--- config.mk ---
export PLATFORM = sky130hd
export DESIGN_NAME = pwr_seq_top
export DESIGN_NICKNAME = d
export VERILOG_FILES = /design/src/rtl/seq_pkg.sv /design/src/rtl/seq_master.sv /design/src/rtl/seq_slave.sv /design/src/rtl/seq_pg_and.sv /design/src/rtl/pwr_seq_top.sv
export SDC_FILE = /design/constraint.sdc
export NUM_CORES = 1
export LEC_CHECK = 0
export BUFFER_PORTS_ARGS = -buffer_cell sky130_fd_sc_hd__buf_4
export CAP_MARGIN = 20
export CELL_PAD_IN_SITES_DETAIL_PLACEMENT = 0
export CELL_PAD_IN_SITES_GLOBAL_PLACEMENT = 1
export CORE_ASPECT_RATIO = 1.25
export CORE_UTILIZATION = 34
export CTS_BUF_LIST = sky130_fd_sc_hd__clkbuf_16
export DETAILED_ROUTE_END_ITERATION = 16
export MAX_ROUTING_LAYER = met4
export PLACE_DENSITY = 0.79
export SLEW_MARGIN = 20
export SYNTH_ARGS = -nofsm -noshare
export SYNTH_HDL_FRONTEND = slang
export SYNTH_SLANG_ARGS = --single-unit
--- constraint.sdc ---
create_clock -name clk -period 7.1 [get_ports clk]
set_clock_uncertainty 0.2 [all_clocks]
set_input_delay 0.71 -clock clk [delete_from_list [all_inputs] [get_ports clk]]
set_output_delay 0.71 -clock clk [all_outputs]
set_load 0.1 [all_outputs]
--- src/rtl/seq_pkg.sv ---
package seq_pkg;
  localparam int SLOT_W  = 3;
  localparam int N_SLOTS = 1 << SLOT_W;
  localparam int PER_W   = 3;
  localparam int SRC_W   = 2;
  localparam int POL_W   = 2;

  typedef enum logic [SRC_W-1:0] {
    MSRC_EN0 = 2'd0,
    MSRC_EN1 = 2'd1,
    MSRC_SW  = 2'd2,
    MSRC_OFF = 2'd3
  } msrc_e;

  typedef enum logic [POL_W-1:0] {
    POL_KEEP   = 2'd0,
    POL_SLEEP  = 2'd1,
    POL_LOWPWR = 2'd2,
    POL_KEEP2  = 2'd3
  } pol_e;

  localparam logic [SRC_W-1:0] RAIL_SRC_SW = 2'd3;

  typedef struct packed {
    logic              fire;
    logic              up;
    logic [SLOT_W-1:0] slot;
  } slot_evt_t;
endpackage

--- src/rtl/seq_master.sv ---
module seq_master
  import seq_pkg::*;
#(
  parameter int BASE_TICKS = 40
) (
  input  logic             clk,
  input  logic             rst_n,
  input  logic             tick,
  input  logic             en0,
  input  logic             en1,
  input  logic             sw,
  input  logic [SRC_W-1:0] src,
  input  logic [PER_W-1:0] per_code,
  output slot_evt_t        evt,
  output logic             busy,
  output logic             done
);
  localparam int MAX_TICKS = BASE_TICKS << ((1 << PER_W) - 1);
  localparam int CNT_W     = $clog2(MAX_TICKS);

  logic              trig, trig_q, dir_q;
  logic [CNT_W-1:0]  cnt, reload;
  logic [SLOT_W-1:0] idx;

  always_comb begin
    case (msrc_e'(src))
      MSRC_EN0: trig = en0;
      MSRC_EN1: trig = en1;
      MSRC_SW:  trig = sw;
      default:  trig = 1'b0;
    endcase
  end

  assign reload = CNT_W'((BASE_TICKS << per_code) - 1);

  always_ff @(posedge clk) begin
    if (!rst_n) begin
      trig_q <= 1'b0;
      dir_q  <= 1'b0;
      busy   <= 1'b0;
      done   <= 1'b0;
      cnt    <= '0;
      idx    <= '0;
      evt    <= '0;
    end else begin
      evt  <= '0;
      done <= 1'b0;
      if (trig != trig_q) begin
        // new edge: start (or restart) from slot 0
        trig_q <= trig;
        dir_q  <= trig;
        busy   <= 1'b1;
        cnt    <= reload;
        idx    <= '0;
      end else if (busy && tick) begin
        if (cnt == '0) begin
          evt.fire <= 1'b1;
          evt.up   <= dir_q;
          evt.slot <= idx;
          if (idx == SLOT_W'(N_SLOTS - 1)) begin
            busy <= 1'b0;
            done <= 1'b1;
          end else begin
            idx <= idx + 1'b1;
            cnt <= reload;
          end
        end else begin
          cnt <= cnt - 1'b1;
        end
      end
    end
  end
endmodule

--- src/rtl/seq_slave.sv ---
module seq_slave
  import seq_pkg::*;
#(
  parameter int N_MASTER = 3
) (
  input  logic                        clk,
  input  logic                        rst_n,
  input  slot_evt_t [N_MASTER-1:0]    evts,
  input  logic [POL_W*N_MASTER-1:0]   policy,
  input  logic [SRC_W-1:0]            src,
  input  logic [SLOT_W-1:0]           up_slot,
  input  logic [SLOT_W-1:0]           dn_slot,
  input  logic                        sw_on,
  output logic                        en,
  output logic                        lp
);
  slot_evt_t        ev;
  logic [POL_W-1:0] pl;
  logic             is_sw;

  always_comb begin
    is_sw = (src == RAIL_SRC_SW) || (int'(src) >= N_MASTER);
    ev    = '0;
    pl    = '0;
    if (!is_sw) begin
      ev = evts[src];
      pl = policy[int'(src)*POL_W +: POL_W];
    end
  end

  always_ff @(posedge clk) begin
    if (!rst_n) begin
      en <= 1'b0;
      lp <= 1'b0;
    end else if (is_sw) begin
      en <= sw_on;
      lp <= 1'b0;
    end else if (ev.fire) begin
      if (ev.up && ev.slot == up_slot) begin
        en <= 1'b1;
        lp <= 1'b0;
      end else if (!ev.up && ev.slot == dn_slot) begin
        case (pol_e'(pl))
          POL_SLEEP: begin
            en <= 1'b0;
            lp <= 1'b0;
          end
          POL_LOWPWR: lp <= en;
          default: ;
        endcase
      end
    end
  end
endmodule

--- src/rtl/seq_pg_and.sv ---
module seq_pg_and #(
  parameter int N = 8
) (
  input  logic [N-1:0] mon,
  input  logic [N-1:0] good,
  output logic         ok
);
  assign ok = &(~mon | good);
endmodule

--- src/rtl/pwr_seq_top.sv ---
module pwr_seq_top
  import seq_pkg::*;
#(
  parameter int N_MASTER   = 3,
  parameter int N_SLAVE    = 8,
  parameter int BASE_TICKS = 40
) (
  input  logic                      clk,
  input  logic                      rst_n,
  input  logic                      tick,
  input  logic                      hw_en0,
  input  logic                      hw_en1,
  input  logic [N_MASTER-1:0]       sw_trig,
  input  logic [SRC_W*N_MASTER-1:0] m_src,
  input  logic [PER_W*N_MASTER-1:0] m_period,
  input  logic [POL_W*N_MASTER-1:0] m_policy,
  input  logic [SRC_W*N_SLAVE-1:0]  s_src,
  input  logic [SLOT_W*N_SLAVE-1:0] s_up,
  input  logic [SLOT_W*N_SLAVE-1:0] s_dn,
  input  logic [N_SLAVE-1:0]        s_sw_on,
  input  logic [N_SLAVE-1:0]        pg_mon,
  input  logic [N_SLAVE-1:0]        pg_in,
  output logic [N_SLAVE-1:0]        s_en,
  output logic [N_SLAVE-1:0]        s_lp,
  output logic [N_MASTER-1:0]       m_busy,
  output logic [N_MASTER-1:0]       m_done,
  output logic                      pg_ok
);
  slot_evt_t [N_MASTER-1:0] evts;

  for (genvar m = 0; m < N_MASTER; m++) begin : g_master
    seq_master #(.BASE_TICKS(BASE_TICKS)) u_master (
      .clk      (clk),
      .rst_n    (rst_n),
      .tick     (tick),
      .en0      (hw_en0),
      .en1      (hw_en1),
      .sw       (sw_trig[m]),
      .src      (m_src[m*SRC_W +: SRC_W]),
      .per_code (m_period[m*PER_W +: PER_W]),
      .evt      (evts[m]),
      .busy     (m_busy[m]),
      .done     (m_done[m])
    );
  end

  for (genvar s = 0; s < N_SLAVE; s++) begin : g_rail
    seq_slave #(.N_MASTER(N_MASTER)) u_rail (
      .clk     (clk),
      .rst_n   (rst_n),
      .evts    (evts),
      .policy  (m_policy),
      .src     (s_src[s*SRC_W +: SRC_W]),
      .up_slot (s_up[s*SLOT_W +: SLOT_W]),
      .dn_slot (s_dn[s*SLOT_W +: SLOT_W]),
      .sw_on   (s_sw_on[s]),
      .en      (s_en[s]),
      .lp      (s_lp[s])
    );
  end

  seq_pg_and #(.N(N_SLAVE)) u_pg (
    .mon  (pg_mon),
    .good (pg_in),
    .ok   (pg_ok)
  );
endmodule

==> results of run 1 <==
## Yosys cell counts, drive strengths merged, types with 21 or more instances
library cell  count
nand3            22
clkbuf           52
and2             21
xor2             39
inv              49
nor2b            21
nor2             44
buf              30
dfxtp            88
nor3             22
o2bb2ai          31
nand2            84
a21oi            41
ha               28
o21ai            34
mux2i            73
## power by group through the flow
stage,Sequential (W),Combinational (W),Clock [W]
finish,0.000585,0.000542,0.000492
floorplan,0.000580,0.000402,0
detailed placement,0.000595,0.000538,0
global placement,0.000594,0.000537,0
CTS,0.000584,0.000540,0.000506
global route,0.000592,0.000598,0.000524
## layout by cell type, fill, tap and decap left out, types with 5 or more instances in the layout
cell type | Yosys | layout
dfxtp_1 | 88 | 88
nand4_1 | 7 | 7
o21ai_0 | 33 | 33
a21oi_1 | 41 | 41
o2bb2ai_1 | 31 | 31
a21boi_0 | 6 | 6
o211a_1 | 5 | 5
nor2_1 | 44 | 44
mux2i_1 | 73 | 73
o22ai_1 | 14 | 14
buf_4 | 23 | 140
a221oi_1 | 5 | 5
o21a_1 | 17 | 17
a41oi_1 | 5 | 5
a211oi_1 | 10 | 10
nand2b_1 | 14 | 14
inv_1 | 49 | 49
a31oi_1 | 13 | 13
nor3_1 | 19 | 19
or3_1 | 15 | 15
o211ai_1 | 6 | 6
xor2_1 | 39 | 39
clkbuf_16 | 0 | 9
nand3_1 | 22 | 22
o31a_1 | 7 | 7
nand2_1 | 84 | 84
ha_1 | 28 | 28
xnor2_1 | 18 | 18
nor2b_1 | 21 | 21
nor4_1 | 10 | 10
mux2_2 | 6 | 6
and2_1 | 21 | 21
or4_1 | 5 | 5
nand3b_1 | 5 | 5
## critical path, cell delays in order, from the launching register on
cell and delay [ns]:
dfxtp_1 0.34, inv_1 0.07, ha_1 0.18, nor3b_1 0.54, and4b_1 0.47, nand2_1 0.13
a31oi_1 0.83, nor2_1 0.21, a311oi_1 0.30
## cell type report
type | instances | area (µm²) | area share [%]
Clock inverter | 7 | 78.8 | 0.927
Clock buffer | 9 | 225 | 2.65
Timing Repair Buffer | 140 | 1050 | 12.4
Inverter | 50 | 188 | 2.21
Multi-Input combinational cell | 690 | 4860 | 57.1
Tap cell | 274 | 343 | 4.03
Sequential cell | 88 | 1760 | 20.7
## worst min path at each step
stage                                                           end                                 startpoint  slack (ns)
after floorplan           g_master[2].u_master.cnt[12]$_SDFFE_PN0P_  g_master[2].u_master.cnt[12]$_SDFFE_PN0P_        0.23
after CTS                 g_master[0].u_master.cnt[10]$_SDFFE_PN0P_  g_master[0].u_master.cnt[10]$_SDFFE_PN0P_        0.27
after detailed placement  g_master[0].u_master.cnt[10]$_SDFFE_PN0P_  g_master[0].u_master.cnt[10]$_SDFFE_PN0P_        0.26
after global routing      g_master[1].u_master.cnt[11]$_SDFFE_PN0P_  g_master[1].u_master.cnt[11]$_SDFFE_PN0P_        0.29
final                      g_master[2].u_master.cnt[9]$_SDFFE_PN0P_   g_master[2].u_master.cnt[9]$_SDFFE_PN0P_        0.27
after global placement    g_master[1].u_master.cnt[11]$_SDFFE_PN0P_  g_master[1].u_master.cnt[11]$_SDFFE_PN0P_        0.25
## per-layer routing
layer,vias up,GRT usage [%],routed length [µm]
met4,0,5.22,311
met2,209,35.1,10400
met1,3243,23.4,9000
li1,3411,-,-
met3,24,2.42,1000
met5,-,-,0
## sequential cells by signal, summed over array words and instances (netlist names)
| signal | flops |
|---|---|
| g_master.u_master.busy | 3 |
| g_master.u_master.cnt | 39 |
| g_master.u_master.done | 3 |
| g_master.u_master.evt | 15 |
| g_master.u_master.idx | 9 |
| g_master.u_master.trig_q | 3 |
| g_rail.u_rail.en | 8 |
| g_rail.u_rail.lp | 8 |
## stage by stage
step | area [µm²] | hold slack (ns) | cells
after floorplan | 7210 | 0.228 | 910
after global placement | 8200 | 0.249 | 1242
after detailed placement | 8200 | 0.261 | 1242
after CTS | 8500 | 0.274 | 1258
after global routing | 8500 | 0.287 | 1258
final | 8500 | 0.270 | 1258
## logic make-up after synthesis
kind of cell,count (synthesis),synth area share (%)
AO/OA/AOI/OAI,227,22.2
XOR/XNOR,57,6.93
adder cells (fa/ha/maj),28,4.86
buffers and inverters,132,8.16
flip-flops,88,24.4
multiplexers,79,11.1
AND/OR/NAND/NOR,299,22.3
==> impl_metrics.ini, run 1 <==
[power_and_ir_drop]
p_seq_share_pct = 36.1
total_power_w = 0.00162
ir_drop_mv = 0.120
cellPowerDensity_nw_per_um2 = 190
combPwrFrac_pct = 33.5
power_frac_clock_pct = 30.4
p_int_w = 0.00103
power.leakage_nw = 3.61
swShare_pct = 36.4
p_switching_w = 0.000589

[detailed_routing]
viasPerCell = 5.47
route.detailed.drc = 0
num_vias = 6887
routed_wl_mm = 20.8
ant_nets = 0
avgRoutedWirePerCell_um = 16.5
first_pass_iters = 5
initialDrtViolationCount = 642

[die]
die_area_um2 = 21800
fp-row-count = 59
die_h_um = 165
ios = 140
die_w_um = 132
initial_core_util_pct = 34.6
core_um2 = 20800

[yosys]
synthTopCellsByArea = dfxtp_1 24%, mux2i_1 10%, ha_1 4.9%
ys_seq_area_share_pct = 24.4
synthArstFlopShare_pct = 0
synth_cell_types = 72
ys.flop_type = dfxtp_1
syn_inst = 910
ys_ff_latch = 88
synth.avg_cell_area_um2 = 7.92
synth_edf_count = 0
syn-num-nets = 1055
yosys.area.top_type = dfxtp_1
ys_warn_count = 0
synth_top_area_share_pct = 24.4
netlist_area_um2 = 7210

[cts]
cts_setup_buffers = 0
cts-buffers-inserted = 9
cts_resized = 0
clkLatencyLatePin_ns = 0.35
cts_buffer_depth = 2
h-tree-depth = 3
cts-root-buf = clkbuf_16
cts_hold_buffers = 0
cts_tree = done
cts.sinks = 88
path_clk_slew_ns = 0.07

[sta]
tns_ns = 0
fmax_mhz = 295
fin_ws_ns = 3.72
fin_crit_ns = 3.38
maxSlewViolCount = 0
tightest_slew_ns = 1.08
setup_viol = 0
relSlewSlack_pct = 27.6
rsz0062_at_grt = false
fin_crit_sh_pct = 47.7
hold_viol = 0

[place]
io_buffer_count = 139
place_ws_ns = 3.76
place_hpwl_mm = 15.6
gp_congestion = 0.892

[global_routing]
grt_pass1_vias = 6469
grt_max_degree = 49
track_usage_pct = 19.7
grt_overflow = 0
grt_pass1_wl_mm = 33.2
antenna_found_initial = 0

[worst_setup_path]
endpoint_kind = register
arrival_ns = 3.43
startpoint_type = register
crit_path_end = g_master[1].u_master.cnt[2]$_SDFFE_PN0P_
worstPathRequired_ns = 7.14
reg2reg_from = g_master[1].u_master.cnt[0]$_SDFFE_PN0P_
worstSetupStartpoint = g_master[1].u_master.cnt[0]$_SDFFE_PN0P_
rr_worst_depth = 8
r2r_end = g_master[1].u_master.cnt[2]$_SDFFE_PN0P_
worstSetupPathType = reg -> reg
ff2ff_setup_slack_ns = 3.72
crit_path_max_fanout = 13

[cells_and_area]
n_antenna_cell = 0
layout.nets = 1124
fin_util_pct = 40.9
fillers = 2162
synthToLayoutAreaGrowth_pct = 18.0
drive_gt1_share_pct = 18.0

[run]
drv_cap = 0

[status]
status = finished, final reports clean

[min_path]
holdPathStages = 2
hold_class = reg -> reg
Power figures use the tool's default switching activity.
==> run 2: changes to the inputs <==
--- a/config.mk
+++ b/config.mk
@@ -14,7 +14,7 @@
 export CTS_BUF_LIST = sky130_fd_sc_hd__clkbuf_16
 export DETAILED_ROUTE_END_ITERATION = 16
 export MAX_ROUTING_LAYER = met4
-export PLACE_DENSITY = 0.79
+export PLACE_DENSITY = 0.82
 export SLEW_MARGIN = 20
 export SYNTH_ARGS = -nofsm -noshare
 export SYNTH_HDL_FRONTEND = slang
==> constraint.sdc (replaced) <==
create_clock -name clk -period 3.1 [get_ports clk]
set_clock_uncertainty 0.2 [all_clocks]
set_input_delay 0.31 -clock clk [delete_from_list [all_inputs] [get_ports clk]]
set_output_delay 0.31 -clock clk [all_outputs]
set_load 0.1 [all_outputs]
==> run 2 against run 1 <==
Against the previous run:
- cell count increased by 1.1%
- first-iteration DRC count decreased by 23%
- critical endpoint is now g_master[2].u_master.cnt[11]$_SDFFE_PN0P_
- critical path depth unchanged
- worst setup slack got worse by 3.5 ns
- largest cell class unchanged
==> impl_metrics.ini, run 2 (synthesis results as in run 1) <==
[global_routing]
grt_pass1_vias = 6651
grt_max_degree = 30
track_usage_pct = 19.3
grt_overflow = 0
antenna_found_initial = 0
grt_pass1_wl_mm = 32.8

[worst_setup_path]
startpoint_type = register
crit_path_max_fanout = 12
reg2reg_from = g_master[2].u_master.cnt[0]$_SDFFE_PN0P_
worstSetupPathType = reg -> reg
r2r_end = g_master[2].u_master.cnt[11]$_SDFFE_PN0P_
ff2ff_setup_slack_ns = 0.25
worstPathRequired_ns = 3.13
arrival_ns = 2.88
worstSetupStartpoint = g_master[2].u_master.cnt[0]$_SDFFE_PN0P_
rr_worst_depth = 8
endpoint_kind = register
cp_cell_sequence = inv_1, ha_1, or4b_4, or4_4, nor3_4, or2_1, o22ai_1, o211a_1
slowest_stage = or4_4
slowest_delay_ns = 0.64
crit_path_end = g_master[2].u_master.cnt[11]$_SDFFE_PN0P_

[sta]
fin_crit_ns = 2.85
tns_ns = 0
fmax_mhz = 350
relSlewSlack_pct = 47.9
setup_viol = 0
rsz0062_at_grt = false
fin_crit_sh_pct = 92.1
hold_viol = 0
maxSlewViolCount = 0
tightest_slew_ns = 0.779

[cells_and_area]
synthToLayoutAreaGrowth_pct = 19.3
drive_gt1_share_pct = 18.8
final_common_cell = buf_4
largestRegisters = g_master.u_master.cnt x39, g_master.u_master.evt x15, g_master.u_master.idx x9
fillers = 2142
largest_reg_flops = 39
n_antenna_cell = 0
top_register = g_master.u_master.cnt
layout.nets = 1139
fin_util_pct = 41.3
final_cell_mix = 155 x buf_4, 88 x dfxtp_1, 84 x nand2_1

[min_path]
hold_class = in -> reg
holdCritStartpoint = s_sw_on[0]
holdPathStages = 3

[cts]
cts_setup_buffers = 0
cts_buffer_depth = 2
clkLatencyLatePin_ns = 0.34
cts_resized = 0
cts_tree = done
path_clk_slew_ns = 0.07
cts.sinks = 88
h-tree-depth = 3
cts-root-buf = clkbuf_16
cts-buffers-inserted = 9
cts_hold_buffers = 0

[detailed_routing]
routed_wl_mm = 20.6
ant_nets = 0
viasPerCell = 5.40
avgRoutedWirePerCell_um = 16.2
initialDrtViolationCount = 492
num_vias = 6867
route.detailed.drc = 0
first_pass_iters = 5

[die]
initial_core_util_pct = 34.6
fp-row-count = 59
die_h_um = 165
ios = 140
die_w_um = 132
die_area_um2 = 21800
core_um2 = 20800

[place]
gp_congestion = 0.897
place_hpwl_mm = 15.7
io_buffer_count = 139

[power_and_ir_drop]
ir_drop_mv = 0.259
cellPowerDensity_nw_per_um2 = 432
power.leakage_nw = 3.67

[run]
drv_cap = 0

[status]
status = finished, final reports clean
run 2: cell types whose count changed in the layout (fill, tap and decap cells not counted), sizes merged:
cell	change
inv	-1
clkinvlp	+1
buf	+15
clkinv	-1
run 2: layer usage:
layer,up-vias,share of wire (%),track usage (%)
met3,27,4.0,2.33
li1,3441,-,-
met4,0,2.0,6.79
met2,170,51,34.8
met5,-,0,-
met1,3229,43,22.1
run 2: how the worst min path moves through the flow:
stage	endpoint	slack (ns)
after detailed placement	g_master[1].u_master.cnt[11]$_SDFFE_PN0P_	0.25
final	g_rail[0].u_rail.en$_SDFFE_PN0P_	0.06
after CTS	g_rail[0].u_rail.en$_SDFFE_PN0P_	0.05
after global routing	g_rail[0].u_rail.en$_SDFFE_PN0P_	0.07
after floorplan	g_master[2].u_master.cnt[12]$_SDFFE_PN0P_	0.23
after global placement	g_master[2].u_master.cnt[12]$_SDFFE_PN0P_	0.24
run 2: worst max-delay path: cells and delay by family (launching register included):
kind | cells | cell delay, ns
AOI/OAI and AO/OA | 2 | 0.27
adders and majority gates | 1 | 0.21
buffers and inverters | 1 | 0.07
DFF | 1 | 0.34
and+or+nand+nor | 4 | 1.67
run 2: cell type report:
type,instances,area (µm²),share of cell area (%)
clock buffer,9,225,2.62
clock inverter,6,52.6,0.611
inverter,50,188,2.18
timing repair buffer,155,1160,13.5
multi-input combinational,690,4860,56.6
sequential,88,1760,20.5
tap,274,343,3.99
run 2: report_power, final:
part | switching, W | internal, W | total [W] | leakage (nW)
Sequential | 0.000107 | 0.00123 | 0.00134 | 0.719
Combinational | 0.000755 | 0.000549 | 0.00130 | 2.81
Clock | 0.000460 | 0.000610 | 0.00107 | 0.135
Total | 0.00132 | 0.00239 | 0.00371 | 3.67
run 2: metrics by stage:
step / setup slack [ns] / cells / total power, W / area [µm²] / hold WS, ns
after floorplan: 0.404 / 910 / 0.00225 / 7210 / 0.228
after global routing: 0.0947 / 1272 / 0.00393 / 8600 / 0.0692
after detailed placement: 0.261 / 1257 / 0.00266 / 8320 / 0.249
after global placement: 0.328 / 1257 / 0.00265 / 8320 / 0.236
final: 0.245 / 1272 / 0.00371 / 8600 / 0.0604
after CTS: 0.240 / 1272 / 0.00374 / 8600 / 0.0511
==> run 3: changes to the inputs <==
--- a/config.mk
+++ b/config.mk
@@ -5,6 +5,7 @@
 export SDC_FILE = /design/constraint.sdc
 export NUM_CORES = 1
 export LEC_CHECK = 0
+export ABC_AREA = 1
 export BUFFER_PORTS_ARGS = -buffer_cell sky130_fd_sc_hd__buf_4
 export CAP_MARGIN = 20
 export CELL_PAD_IN_SITES_DETAIL_PLACEMENT = 0
@@ -14,7 +15,7 @@
 export CTS_BUF_LIST = sky130_fd_sc_hd__clkbuf_16
 export DETAILED_ROUTE_END_ITERATION = 16
 export MAX_ROUTING_LAYER = met4
-export PLACE_DENSITY = 0.82
+export PLACE_DENSITY = 0.87
 export SLEW_MARGIN = 20
 export SYNTH_ARGS = -nofsm -noshare
 export SYNTH_HDL_FRONTEND = slang
==> run 3 against run 2 <==
Against the previous run:
- synthesized cell count increased by 57%
- via count rose by 31%
- count of clock-buffer cells in the layout did not move
- combinational power is 7% higher
- non-clock buffer count is 14 lower
- sequential share of layout area decreased by 2.0 points
==> impl_metrics.ini, run 3 <==
[status]
status = finished, final reports clean

[power_and_ir_drop]
ir_drop_mv = 0.219
cellPowerDensity_nw_per_um2 = 394
power.leakage_nw = 4.69

[sta]
hold_viol = 0
rsz0062_at_grt = false
tns_ns = 0
fmax_mhz = 463
relSlewSlack_pct = 59.5
tightest_slew_ns = 0.608
maxSlewViolCount = 0
setup_viol = 0
fin_crit_sh_pct = 69.7
fin_crit_ns = 2.16
hold-worst-slack_ns = 0.0545

[run]
drv_cap = 0

[detailed_routing]
num_vias = 8996
first_pass_iters = 5
route.detailed.drc = 0
ant_nets = 0
viasPerCell = 4.87
routed_wl_mm = 24.1
avgRoutedWirePerCell_um = 13.1
initialDrtViolationCount = 822

[place]
io_buffer_count = 139
place_area_um2 = 9250
gp_congestion = 0.876
place_hpwl_mm = 18.3

[die]
ios = 140
fp-row-count = 63
die_area_um2 = 24800
initial_core_util_pct = 34.6
die_h_um = 176
die_w_um = 141
core_um2 = 23700

[cells_and_area]
final_cell_mix = 395 x nand2_1, 185 x inv_1, 161 x nand3_1
drive_gt1_share_pct = 14.3
final_common_cell = nand2_1
largestRegisters = g_master.u_master.cnt x39, g_master.u_master.evt x15, g_master.u_master.idx x9
synthToLayoutAreaGrowth_pct = 16.1
largest_reg_flops = 39
post-route-cell-area_um2 = 9520
fillers = 2583
layout.nets = 1664
n_antenna_cell = 0
top_register = g_master.u_master.cnt

[cts]
cts_hold_buffers = 0
cts-root-buf = clkbuf_16
cts-buffers-inserted = 9
clkLatencyLatePin_ns = 0.34
cts_resized = 0
cts_setup_buffers = 0
cts_buffer_depth = 2
cts.sinks = 88
path_clk_slew_ns = 0.07
h-tree-depth = 3
cts_tree = done

[worst_setup_path]
startpoint_type = register
worstSetupPathType = reg -> reg
worstPathRequired_ns = 3.12
endpoint_kind = register
arrival_ns = 2.18
crit_path_max_fanout = 20

[yosys]
syn-num-nets = 1577
syn_inst = 1432
synth.avg_cell_area_um2 = 5.73
synthTopCellsByArea = dfxtp_1 21%, nand2_1 18%, nand3_1 9.8%
yosys.area.top_type = dfxtp_1
synth_common_cells = 395 x nand2_1, 184 x inv_1, 161 x nand3_1, 160 x nor2_1, 112 x o21ai_0
synth.most_common_cell = nand2_1
synth_cell_types = 42
synth_top_area_share_pct = 21.5
netlist_area_um2 = 8200
ys_ff_latch = 88
ys_warn_count = 0
synthArstFlopShare_pct = 0
ys_seq_area_share_pct = 21.5
synth_edf_count = 0
ys.flop_type = dfxtp_1

[min_path]
hold_class = in -> reg

[global_routing]
track_usage_pct = 20.4
grt_overflow = 0
grt_pass1_wl_mm = 39.4
antenna_found_initial = 0
grt_pass1_vias = 8188
grt_max_degree = 33
## run 3: changes by cell type after synthesis, moves of 21 or more
cell,before,now
nand2_1,84,395
nand3_1,22,161
inv_1,49,184
nor2_1,44,160
o21ai_0,33,112
mux2i_1,73,0
a21oi_1,41,95
clkbuf_1,50,10
o2bb2ai_1,31,0
xor2_1,39,16
nor2b_1,21,0
## run 3: critical path, cell delays in order, from the launching register on
cell	delay, ns
dfxtp_1	0.32
inv_1	0.09
ha_1	0.20
nand3_2	0.15
nor2_4	0.20
nand2_2	0.08
nor2_2	0.10
nand2_1	0.08
nand2_2	0.08
nand2_2	0.23
o21ai_0	0.25
a21oi_1	0.06
## run 3: through the flow
step / util, % / worst slack (ns) / std cells / power [W]
detailed placement: 39.0 / 0.953 / 1833 / 0.00273
global placement: 39.0 / 1.01 / 1833 / 0.00272
finish: 40.1 / 0.940 / 1848 / 0.00375
global route: 40.1 / 0.731 / 1848 / 0.00404
CTS: 40.1 / 0.949 / 1848 / 0.00379
floorplan: - / 0.0740 / 1432 / 0.00241
## run 3: final cells by class
type,instances,area (µm²),share of cell area (%)
Sequential cell,88,1760,18.5
Clock buffer,9,225,2.37
Timing Repair Buffer,141,1060,11.1
Clock inverter,6,45.0,0.473
Inverter,198,748,7.86
Tap cell,325,407,4.27
Multi-Input combinational cell,1081,5280,55.4
## run 3: logic make-up after synthesis
kind of cell	synth area share [%]
XOR/XNOR	3.11
AO/OA/AOI/OAI	14.7
flip-flops	21.5
adder cells (fa/ha/maj)	4.27
buffers and inverters	14.2
AND/OR/NAND/NOR	42.2
## run 3: metal layers
metal | track usage (%) | share of wire [%] | vias to the layer above
met1 | 24.5 | 44 | 3998
met4 | 6.07 | 2.4 | 0
met5 | - | 0 | -
li1 | - | - | 4718
met3 | 2.15 | 5.2 | 37
met2 | 35.6 | 49 | 243
## run 3: where the power goes
group / leakage (nW) / total [W] / switching, W / internal (W)
clock: 0.135 / 0.00104 / 0.000491 / 0.000545
combinational: 3.84 / 0.00139 / 0.000893 / 0.000498
sequential: 0.721 / 0.00133 / 0.0000940 / 0.00123
total: 4.69 / 0.00375 / 0.00148 / 0.00227
## run 3: worst paths after layout
kind	from	to	slack [ns]	depth (start not counted)
setup / recovery	g_master[2].u_master.cnt[0]$_SDFFE_PN0P_	g_master[2].u_master.cnt[8]$_SDFFE_PN0P_	0.94	11
hold / removal	s_sw_on[0]	g_rail[0].u_rail.en$_SDFFE_PN0P_	0.05	3
setup reg to reg	g_master[2].u_master.cnt[0]$_SDFFE_PN0P_	g_master[2].u_master.cnt[8]$_SDFFE_PN0P_	0.94	11
hold reg to reg	g_master[0].u_master.idx[2]$_SDFFE_PP0P_	g_master[0].u_master.evt[2]$_SDFF_PP0_	0.25	2
